$ cat src/rtl/ser_pkg.sv
// Shared types for the scan serializer.
// Assumes nothing beyond the 1800-2017 language.
package ser_pkg;
    typedef enum logic {
        SER_IDLE  = 1'b0,
        SER_SHIFT = 1'b1
    } ser_state_e;
endpackage

$ cat src/rtl/ser_bit_timer.sv
// Bit timer: divides the system clock into bit periods of DIV cycles.
// It marks the cycle that loads new data, the cycle before the clock rises,
// and the last cycle of the bit.
// Assumes DIV is even and at least 4.
module ser_bit_timer #(
    parameter int DIV = 20
) (
    input  logic clk,
    input  logic rst_n,
    input  logic run_i,
    output logic load_o,
    output logic rise_o,
    output logic last_o
);
    localparam int HALF  = DIV / 2;
    localparam int CNT_W = $clog2(DIV);

    logic [CNT_W-1:0] cnt_q;

    // Phase counter: runs while shifting, parks at zero otherwise.
    always_ff @(posedge clk) begin
        if (!rst_n || !run_i) begin
            cnt_q <= '0;
        end else if (cnt_q == CNT_W'(DIV - 1)) begin
            cnt_q <= '0;
        end else begin
            cnt_q <= cnt_q + 1'b1;
        end
    end

    // Phase decode for the serializer.
    always_comb begin
        load_o = run_i && (cnt_q == '0);
        rise_o = run_i && (cnt_q == CNT_W'(HALF - 1));
        last_o = run_i && (cnt_q == CNT_W'(DIV - 1));
    end
endmodule

$ cat src/rtl/ser_word_map.sv
// Word map: turns a word index and a scan index into a frame-buffer address,
// or into a grid enable code.
// Assumes GRIDS is a power of two and the display has 2*GRIDS columns.
module ser_word_map #(
    parameter int ROWS   = 56,
    parameter int GRIDS  = 64,
    parameter int CODE_W = 3,
    parameter int IDX_W  = 8,
    parameter int SCAN_W = 6,
    parameter int ROW_W  = 6,
    parameter int COL_W  = 7
) (
    input  logic [IDX_W-1:0]  idx_i,
    input  logic [SCAN_W-1:0] scan_i,
    output logic [ROW_W-1:0]  row_o,
    output logic [COL_W-1:0]  col_o,
    output logic              is_grid_o,
    output logic [CODE_W-1:0] grid_code_o
);
    localparam int PIX_WORDS = 2 * ROWS;
    localparam int COLS      = 2 * GRIDS;

    logic [COL_W-1:0] two_k;
    logic [COL_W-1:0] col_first;
    logic [COL_W-1:0] col_second;
    logic [IDX_W-1:0] grid_sel;
    logic [IDX_W-1:0] scan_ext;
    logic             grid_on;
    logic             scan_zero;

    // Column pair for this scan: the wrap pair on scan 0, then alternating order.
    always_comb begin
        two_k     = COL_W'({scan_i, 1'b0});
        scan_zero = (scan_i == '0);
        if (scan_zero) begin
            col_first  = '0;
            col_second = COL_W'(COLS - 1);
        end else if (scan_i[0]) begin
            col_first  = two_k - 1'b1;
            col_second = two_k;
        end else begin
            col_first  = two_k;
            col_second = two_k - 1'b1;
        end
    end

    // Address: pairs of words share a row; the low index bit picks the column.
    always_comb begin
        row_o = ROW_W'(idx_i >> 1);
        col_o = idx_i[0] ? col_second : col_first;
    end

    // Grid enable: two neighbouring grids are on, with the first and last paired on scan 0.
    always_comb begin
        grid_sel  = idx_i - IDX_W'(PIX_WORDS);
        scan_ext  = IDX_W'(scan_i);
        is_grid_o = (idx_i >= IDX_W'(PIX_WORDS));
        if (scan_zero) begin
            grid_on = (grid_sel == '0) || (grid_sel == IDX_W'(GRIDS - 1));
        end else begin
            grid_on = (grid_sel == scan_ext - 1'b1) || (grid_sel == scan_ext);
        end
        grid_code_o = {CODE_W{grid_on}};
    end
endmodule

$ cat src/rtl/scan_serializer.sv
// Scan serializer top.
// Sequences the 176 words of one display scan onto three data lines with a
// divided data clock, then pulses done.
// Assumes a frame-buffer read port whose data follows its address in the
// same cycle, and a start strobe that is honoured only when idle.
module scan_serializer #(
    parameter int ROWS    = 56,
    parameter int GRIDS   = 64,
    parameter int CODE_W  = 3,
    parameter int CLK_DIV = 20,
    localparam int WORDS  = 2 * ROWS + GRIDS,
    localparam int IDX_W  = $clog2(WORDS + 1),
    localparam int SCAN_W = $clog2(GRIDS),
    localparam int ROW_W  = $clog2(ROWS),
    localparam int COL_W  = $clog2(2 * GRIDS)
) (
    input  logic              clk,
    input  logic              rst_n,
    input  logic              start_i,
    input  logic [SCAN_W-1:0] scan_i,
    output logic [ROW_W-1:0]  fb_row_o,
    output logic [COL_W-1:0]  fb_col_o,
    input  logic [CODE_W-1:0] fb_code_i,
    output logic              sclk_o,
    output logic [CODE_W-1:0] sdata_o,
    output logic              inner_o,
    output logic              busy_o,
    output logic              done_o
);
    import ser_pkg::*;

    ser_state_e        state_q;
    logic [IDX_W-1:0]  idx_q;
    logic [SCAN_W-1:0] scan_q;
    logic              load;
    logic              rise;
    logic              last;
    logic              is_grid;
    logic [CODE_W-1:0] grid_code;
    logic              run;
    logic              final_bit;

    assign run       = (state_q == SER_SHIFT);
    assign final_bit = (idx_q == IDX_W'(WORDS - 1));

    ser_bit_timer #(.DIV(CLK_DIV)) u_timer (
        .clk    (clk),
        .rst_n  (rst_n),
        .run_i  (run),
        .load_o (load),
        .rise_o (rise),
        .last_o (last)
    );

    ser_word_map #(
        .ROWS   (ROWS),
        .GRIDS  (GRIDS),
        .CODE_W (CODE_W),
        .IDX_W  (IDX_W),
        .SCAN_W (SCAN_W),
        .ROW_W  (ROW_W),
        .COL_W  (COL_W)
    ) u_map (
        .idx_i       (idx_q),
        .scan_i      (scan_q),
        .row_o       (fb_row_o),
        .col_o       (fb_col_o),
        .is_grid_o   (is_grid),
        .grid_code_o (grid_code)
    );

    // Control: accept a start when idle, step the word index, finish after the last bit.
    always_ff @(posedge clk) begin
        if (!rst_n) begin
            state_q <= SER_IDLE;
            idx_q   <= '0;
            scan_q  <= '0;
            done_o  <= 1'b0;
        end else begin
            done_o <= 1'b0;
            if (state_q == SER_IDLE) begin
                if (start_i) begin
                    state_q <= SER_SHIFT;
                    idx_q   <= '0;
                    scan_q  <= scan_i;
                end
            end else if (last) begin
                if (final_bit) begin
                    state_q <= SER_IDLE;
                    done_o  <= 1'b1;
                end else begin
                    idx_q <= idx_q + 1'b1;
                end
            end
        end
    end

    // Output pins: data is loaded at the start of each bit, the clock rises mid-bit.
    always_ff @(posedge clk) begin
        if (!rst_n) begin
            sclk_o  <= 1'b0;
            sdata_o <= '0;
        end else begin
            if (load) begin
                sdata_o <= is_grid ? grid_code : fb_code_i;
            end else if (last && final_bit) begin
                sdata_o <= '0;
            end
            if (rise) begin
                sclk_o <= 1'b1;
            end else if (last) begin
                sclk_o <= 1'b0;
            end
        end
    end

    // Status outputs follow the state register.
    always_comb begin
        busy_o  = run;
        inner_o = scan_q[0];
    end
endmodule

$ cat config.mk
export PLATFORM = sky130hd
export DESIGN_NAME = scan_serializer
export DESIGN_NICKNAME = d
export VERILOG_FILES = /design/src/rtl/ser_pkg.sv /design/src/rtl/ser_bit_timer.sv /design/src/rtl/ser_word_map.sv /design/src/rtl/scan_serializer.sv
export SDC_FILE = /design/constraint.sdc
export NUM_CORES = 1
export LEC_CHECK = 0
export ABC_AREA = 1
export BUFFER_PORTS_ARGS = -buffer_cell sky130_fd_sc_hd__buf_2
export CAP_MARGIN = 30
export CORE_AREA = 2 2 72 74
export DETAILED_ROUTE_END_ITERATION = 6
export DIE_AREA = 0 0 74 76
export HOLD_SLACK_MARGIN = 0.05
export PLACE_DENSITY = 0.55
export SLEW_MARGIN = 20
export SYNTH_ARGS = -nofsm -noshare
export SYNTH_HDL_FRONTEND = slang
export SYNTH_SLANG_ARGS = --single-unit
export TNS_END_PERCENT = 10
$ cat constraint.sdc
create_clock -name clk -period 4.4 [get_ports clk]
set_input_delay 0.22 -clock clk [delete_from_list [all_inputs] [get_ports clk]]
set_output_delay 0.22 -clock clk [all_outputs]
set_load 0.005 [all_outputs]
---- Yosys cells after proc, flatten, opt, wreduce, memory -nomap -nowiden ----
Cells that the tools add are included.
word-level totals
  logic and storage cells ................. 61
  latch bits .............................. 0
  memory bits (read-only) ................. 0
  memories kept ........................... 0
  memory bits (writable) .................. 0
  output and inout bits ................... 20
  flip-flop bits (word level) ............. 25
cells by class
  div/mod/pow operators ................... 0
  equality and inequality tests ........... 8
  reductions and logical operators ........ 19
  $mul .................................... 0
  mux-type cells .......................... 20
  order comparisons ....................... 1
  bitwise operators ....................... 1
  shifts and indexed selects .............. 0
  add/subtract/negate cells ............... 5
operators by type and width
  cell                                                 number
  two-way mux 7 bit                                    5
  two-way mux 8 bit                                    4
  two-way mux 3 bit                                    3
  adder 8 x 1 -> 8 bit, second input constant          1
  == test 8 x 6 -> 1 bit                               1
  == test 8 x 6 -> 1 bit, second input constant        1
  == test 8 bit                                        1
  == test 8 bit, second input constant                 1
  >= comparator 8 x 7 -> 1 bit, second input constant  1
  zero test 8 bit                                      1
  two-way mux 1 bit                                    8
  subtractor 8 x 7 -> 8 bit, second input constant     1
  subtractor 6 x 1 -> 7 bit, second input constant     1
  subtractor 7 x 1 -> 7 bit, second input constant     1
  zero test 6 bit                                      1
  AND reduction 3 bit                                  2
  nonzero test 2 bit                                   3
  adder 5 x 1 -> 5 bit, second input constant          1
  == test 5 x 4 -> 1 bit, second input constant        1
  == test 5 bit, second input constant                 1
  zero test 5 bit                                      1
  logical AND 1 bit                                    4
  logical OR 1 bit                                     3
  zero test 1 bit                                      2
  5 further kinds                                      5

---- Logic depth before layout (Yosys ltp) ----
Gate-level depths: netlist of run 1.
  depth after elaboration ................. 6
  depth in mapped cells ................... 14
  mapped depth without buffers ............ 14

---- Hierarchy ----
Synthesis of run 1 repeated with hierarchy kept, for this count alone.
unflattened totals
  cells, all modules ...................... 317
  area, all modules ....................... 2006.9 um^2
by module, submodules not included
  module           times used  seq. area each (um^2)  cells an instance  area each (um^2)
  scan_serializer  1           400.4                  139                987.2
  ser_word_map     1           0.0                    136                724.4
  ser_bit_timer    1           100.1                  42                 295.3

---- Least setup slack after synthesis of run 1 ----
Ideal clock, no wire load.
  kind .................................... reg2reg
  from .................................... register scan_q[0]
  to ...................................... register sdata_o[0]
  arrival ................................. 1584 ps
  setup slack ............................. 2744 ps
  buffers on the path ..................... 0
  period minus slack after synthesis ...... 1656 ps
  cell stages (with the launch flop) ...... 15
  cell sequence ........................... dfxtp_1 > inv_4 > ha_1 > inv_1 > nand2_1 > nand2_1 > nor2_1 > nand3_1 > nor2_1 > nand2_1 > nand2_1 > nand2_1 > nand2_2 > nand2_1 > a21oi_1
on the way
  cells in the longest elaborated chain, start to end .. 6
  elaborated cells between the ends (all ways) .. 8
  classes of those cells .................. add/sub (1); eq/ne (2); mux (3); reduce/logical (2)
RTL lines
  item                       line                    source
  start: declaration         scan_serializer.sv:34   logic [SCAN_W-1:0] scan_q;
  start signal: assignment   scan_serializer.sv:85   scan_q <= scan_i;
  subtractor 6 x 1 -> 7 bit  ser_word_map.sv:61      grid_on = (grid_sel == scan_ext - 1'b1) || (grid_sel == scan_ext);
  == test 8 bit              ser_word_map.sv:61
  logical OR 1 bit           ser_word_map.sv:61
  two-way mux 1 bit *        ser_word_map.sv:58      if (scan_zero) begin
  two-way mux 3 bit *        scan_serializer.sv:105  sdata_o <= is_grid ? grid_code : fb_code_i;
  two-way mux 3 bit *        scan_serializer.sv:104  if (load) begin
  end signal: assignment     scan_serializer.sv:105
  end: declaration           scan_serializer.sv:25   output logic [CODE_W-1:0] sdata_o,
Mark *: on every way between the ends. The rest lies on a longest branch, timed or not.
A chain may end at the register's enable or synchronous reset.

---- Final worst setup path of run 1 ----
  from .................................... register scan_q[0]
  to ...................................... output fb_col_o[3]
on the way
  cells in the longest elaborated chain, start to end .. 4
  elaborated cells between the ends (all ways) .. 7
  classes of those cells .................. add/sub (1); mux (5); reduce/logical (1)
RTL lines
  item                       line                                    source
  subtractor 7 x 1 -> 7 bit  ser_word_map.sv:39, ser_word_map.sv:43
  two-way mux 7 bit          ser_word_map.sv:38                      end else if (scan_i[0]) begin
  two-way mux 7 bit          ser_word_map.sv:35                      if (scan_zero) begin
  two-way mux 7 bit *        ser_word_map.sv:50                      col_o = idx_i[0] ? col_second : col_first;
  end: declaration           scan_serializer.sv:22                   output logic [COL_W-1:0] fb_col_o,
Marked as above.

==> flow_summary.json, run 1 <==
{
  "crit_path_end_kind": "output pin",
  "synth_area_leader_cell": "dfxtp_1",
  "yosys_most_used_dff": "dfxtp_1",
  "grt_pass1_vias": 1604,
  "period_needed_ns": 2.090,
  "async_flop_share_pct": 0,
  "regArea_um2": 500.5,
  "synth_xor_xnor_area_share_pct": 1.970,
  "multiInputGateArea_um2": 1082,
  "arrival_ns": 1.87,
  "cap_violations": 0,
  "first_pass_iters": 5,
  "grt_max_degree": 15,
  "route.detailed.drc": 0,
  "grtUsageTotal_pct": 16.06,
  "maxSlewViolCount": 0,
  "setup_tns_ns": 0,
  "setup_violations": 0,
  "worstMarginPinSlew_ns": 0.4840,
  "vias": 1705,
  "synth_compound_area_share_pct": 12.95,
  "synthTopCellsByArea": "dfxtp_1, nand2_1, ha_1",
  "num_rows": 26,
  "crit_family": "flip-flops",
  "hold_ws_ns": 0.2294,
  "post_cts_resized": 0,
  "synth_top_family_by_area": "simple AND/OR/NAND/NOR gates",
  "fp.dieH_um": 76,
  "dpl.hpwl_mm": 3.378,
  "slowest_stage": "dfxtp_1",
  "fin_ws_ns": 2.310,
  "initial_utilization_pct": 36.19,
  "p_leak_nw": 0.9601,
  "rsz0062_at_grt": "no",
  "r2r_cells": 14,
  "cts.sinks": 25,
  "holdBufCountCts": 0,
  "drt_wl_total_mm": 4.251,
  "layout_common_cells": "nand2_1, buf_2, nor2_1",
  "numCtsBuffers": 3,
  "criticalPathCategory": "flop to output pin",
  "crit_chain": "inv_4 > ha_1 > nand2_1 > nand2_1 > o21ai_0 > nand2_1 > nand2_1 > o21ai_0 > buf_2",
  "cp.depth": 9,
  "clk_latency_ns": 0.27,
  "cellInternalPower_uw": 340.6,
  "worstPathRequired_ns": 4.18,
  "synthMuxAreaShare_pct": 0,
  "clock_path_buffers": 2,
  "synthCells": 277,
  "cts_root_buffer": "clkbuf_8",
  "syn_to_final_growth_pct": 12.32,
  "via_per_inst": 4.583,
  "hp-class": "primary input to flop",
  "p_switching_uw": 152.4,
  "syn-cell-area_um2": 1778,
  "synth_edf_count": 0,
  "gr-total-overflow": 0,
  "power_frac_seq_pct": 49.6,
  "synthAdderAreaFrac_pct": 8.445,
  "die_w_um": 74,
  "synthSimpleGateAreaFrac_pct": 37.51,
  "port_buffers": 31,
  "fmax_ghz": 0.4784,
  "clk_pin_slew_ns": 0.09,
  "clkPwrFrac_pct": 28.2,
  "final_common_cell": "nand2_1",
  "grt_pass1_wl_mm": 7.258,
  "relSlewSlack_pct": 67.65,
  "synth_nets": 301,
  "powerDensity_nw_per_um2": 246.9,
  "synth_cell_type_count": 30,
  "coreArea_um2": 4912,
  "dieArea_um2": 5624,
  "drive_above_1_share_pct": 21.85,
  "path_max_fanout": 11,
  "ioPinCount": 32,
  "period_share_pct": 47.50,
  "peakVddDrop_mv": 0.1045,
  "crit_buf_inv": 2,
  "finalNetCount": 327,
  "power.total_uw": 493.0,
  "finalClockSkew_ns": 0.003085,
  "cts_tree": "built",
  "synth.avg_cell_area_um2": 6.419,
  "combPwrFrac_pct": 22.2,
  "htree_num_levels": 1,
  "yosysSeqAreaShare_pct": 28.15,
  "finalWeightedCongestion": 0.8168,
  "routedWlPerCell_um": 11.43,
  "antenna_found_initial": 0,
  "synth_seq_cells": 25,
  "switching_share_pct": 30.91,
  "yosys_warnings": 0,
  "cts_setup_buffers": 0,
  "drtIter0Drc": 57,
  "fin_util_pct": 40.65,
  "whs_path_depth": 3,
  "status": "finished, final reports clean",
  "start_kind": "flop",
  "slowest_delay_ns": 0.53,
  "synth_top_area_share_pct": 28.15,
  "fillers": 557,
  "place_ws_ns": 2.475,
  "finalHoldViolCount": 0,
  "drtAntennaViolNets": 0,
  "worst_path_most_repeated_cell": "nand2_1",
  "n_antenna_cell": 0
}
## flip-flops by register name (all words and copies together) (netlist names)
name	cells
busy_o	1
done_o	1
idx_q	8
scan_q	6
sclk_o	1
sdata_o	3
u_timer.cnt_q	5
## synth_stat cells, types with 8 or more instances
cell type,count
nand2_2,9
dfxtp_1,25
nand2_1,77
ha_1,12
buf_4,8
nor2_2,8
nand3_1,16
o21ai_0,10
inv_1,20
inv_2,10
a21oi_1,22
nor2_1,29
## stage by stage
| stage | instance area, um^2 | std cells |
|---|---|---|
| after detailed placement | 1952 | 368 |
| after floorplan | 1778 | 277 |
| after global placement | 1952 | 368 |
| after global routing | 1997 | 372 |
| after CTS | 1997 | 372 |
| final | 1997 | 372 |
## final timing paths
path | start | slack [ns] | to
max reg2reg | scan_q[0] | 2.47 | sdata_o[2]
max | scan_q[0] | 2.31 | fb_col_o[3]
min reg2reg | sdata_o[2] | 0.47 | sdata_o[2]
min | scan_i[1] | 0.23 | scan_q[1]
## power by group through the flow
stage,Clock [mW],Combinational (mW),Sequential [mW]
final,0.139,0.109,0.245
after global routing,0.155,0.128,0.247
after CTS,0.148,0.111,0.245
after detailed placement,0,0.110,0.250
after global placement,0,0.111,0.250
after floorplan,0,0.0807,0.247
## cell families after synthesis
| logic type | after synthesis |
|---|---|
| AOI/OAI and AO/OA | 43 |
| xor gates and xnor gates | 4 |
| buffers and inverters | 43 |
| DFF | 25 |
| adders and majority gates | 12 |
| and+or+nand+nor | 150 |
## final cells by class
type                    instances  area share, %
multi-input cells             209          54.20
repair buffers                 31          7.769
well taps                      70          4.386
inverters                      33          6.328
clock buffers                   4          2.256
flip-flops and latches         25          25.06
## routing by layer
| metal | wire, um | global-route usage (%) | part of all wire, % | vias up |
|---|---|---|---|---|
| met5 | 0 | 0 | 0 | - |
| met4 | 28 | 3.818 | 0.66 | 0 |
| met2 | 1918 | 26.07 | 45 | 33 |
| met3 | 211 | 2.381 | 5.0 | 2 |
| li1 | - | - | - | 926 |
| met1 | 2093 | 22.14 | 49 | 744 |
## tightest hold or removal path: stages
cell	delay, ns
buf_2	0.07
o21ai_0	0.07
a21oi_1	0.10
No activity file was read; power rests on OpenSTA's default activity.
==> inputs of run 2 (changes only) <==
Clock period 4.4 ns to 2.1 ns, I/O delays scaled along.
==> flow_summary.json, run 2 (same netlist as run 1, synthesis figures left out) <==
{
  "status": "finished, final reports clean",
  "coreArea_um2": 4912,
  "initial_utilization_pct": 36.19,
  "rsz0062_at_grt": "no",
  "finalClockSkew_ns": 0.005222,
  "path_max_fanout": 11,
  "grt_max_degree": 17,
  "syn_to_final_growth_pct": 14.15,
  "finalNetCount": 330,
  "port_buffers": 31,
  "n_antenna_cell": 0,
  "grt_pass1_vias": 1581,
  "num_rows": 26,
  "clk_pin_slew_ns": 0.10,
  "placed_area_um2": 1974,
  "cts_tree": "built",
  "drtIter0Drc": 85,
  "hp-class": "primary input to flop",
  "relSlewSlack_pct": 78.29,
  "largest_registers": "idx_q: 8 flops, scan_q: 6 flops, u_timer.cnt_q: 5 flops",
  "arrival_ns": 1.80,
  "clk_latency_ns": 0.28,
  "antenna_found_initial": 0,
  "setup_violations": 0,
  "fillers": 536,
  "peakVddDrop_mv": 0.2188,
  "vias": 1760,
  "ioPinCount": 32,
  "cts.sinks": 25,
  "drtAntennaViolNets": 0,
  "finalWeightedCongestion": 0.8131,
  "top_register": "idx_q",
  "maxSlewViolCount": 0,
  "criticalPathCategory": "flop to output pin",
  "worstPathRequired_ns": 2.00,
  "fmax_ghz": 0.5236,
  "drt_wl_total_mm": 4.334,
  "via_per_inst": 4.693,
  "gr-total-overflow": 0,
  "finalHoldViolCount": 0,
  "final_common_cell": "nand2_1",
  "first_pass_iters": 4,
  "grt_pass1_wl_mm": 7.086,
  "dieArea_um2": 5624,
  "drive_above_1_share_pct": 23.61,
  "largest_reg_flops": 8,
  "p_leak_nw": 0.9788,
  "cts_root_buffer": "clkbuf_8",
  "routedWlPerCell_um": 11.56,
  "fin_area_um2": 2029,
  "clock_path_buffers": 2,
  "dpl.hpwl_mm": 3.368,
  "setup_tns_ns": 0,
  "cap_violations": 0,
  "powerDensity_nw_per_um2": 525.4,
  "grtUsageTotal_pct": 15.73,
  "numCtsBuffers": 3,
  "period_share_pct": 90.95,
  "die_w_um": 74,
  "worstMarginPinSlew_ns": 0.3232,
  "route.detailed.drc": 0,
  "start_kind": "flop",
  "htree_num_levels": 1,
  "period_needed_ns": 1.910,
  "holdBufCountCts": 0,
  "layout_common_cells": "nand2_1, buf_2, nor2_1",
  "crit_path_end_kind": "output pin",
  "fp.dieH_um": 76
}
## run 2: area by class of cell
| class | count | area, um^2 | area share, % |
|---|---|---|---|
| well taps | 70 | 87.58 | 4.316 |
| flip-flops and latches | 25 | 501.7 | 24.72 |
| clock buffers | 3 | 41.29 | 2.035 |
| repair buffers | 34 | 177.7 | 8.755 |
| multi-input cells | 209 | 1086 | 53.51 |
| inverters | 33 | 126.4 | 6.227 |
| clock inverters | 1 | 8.758 | 0.4316 |
## run 2: critical path, stage by stage, from the launching register on
cell and delay (ns):
dfxtp_2 0.39, inv_4 0.14, ha_1 0.18, nand3_2 0.17
a21oi_2 0.21, inv_1 0.08, nand2_2 0.07, nor2_1 0.04
a21oi_1 0.11, buf_2 0.12
## run 2: routing by layer
layer / share of wire [%] / up-vias / track usage, %
met4: 1.4 / 0 / 5.091
met3: 3.9 / 7 / 2.249
met1: 49 / 786 / 21.62
met2: 46 / 38 / 25.00
met5: 0 / - / 0
li1: - / 929 / -
## run 2: what timing repair did
action / CTS / global route
endpoints found under the hold margin: 0 / 0
resized for setup: 0 / 2
setup buffers: 0 / 0
setup endpoints to repair: 0 / 5
## run 2: metrics by stage
step / worst slack (ns) / hold slack [ns] / power, mW / util, % / std cells
after global placement: 0.3282 / 0.3856 / 0.7560 / 40.19 / 371
after detailed placement: 0.2298 / 0.3886 / 0.7558 / 40.19 / 371
after floorplan: 0.4438 / 0.2434 / 0.6859 / - / 277
after global routing: 0.01941 / 0.09130 / 1.130 / 41.31 / 375
final: 0.1900 / 0.09376 / 1.066 / 41.31 / 375
after CTS: 0.04342 / 0.08697 / 1.078 / 41.21 / 375
## run 2: where the power goes
| group | total, mW | switching (mW) | internal [mW] |
|---|---|---|---|
| clock | 0.320 | 0.180 | 0.140 |
| combinational | 0.233 | 0.142 | 0.0906 |
| sequential | 0.514 | 0.0238 | 0.490 |
| total | 1.07 | 0.346 | 0.720 |
## run 2: path summary, 6_finish.rpt
check                   from          end  slack (ns)  depth (start not counted)
hold / removal       start_i       busy_o        0.09                          3
setup reg to reg   scan_q[1]   sdata_o[1]        0.31                         14
setup / recovery   scan_q[0]  fb_col_o[5]        0.19                          9
hold reg to reg   sdata_o[0]   sdata_o[0]        0.47                          2
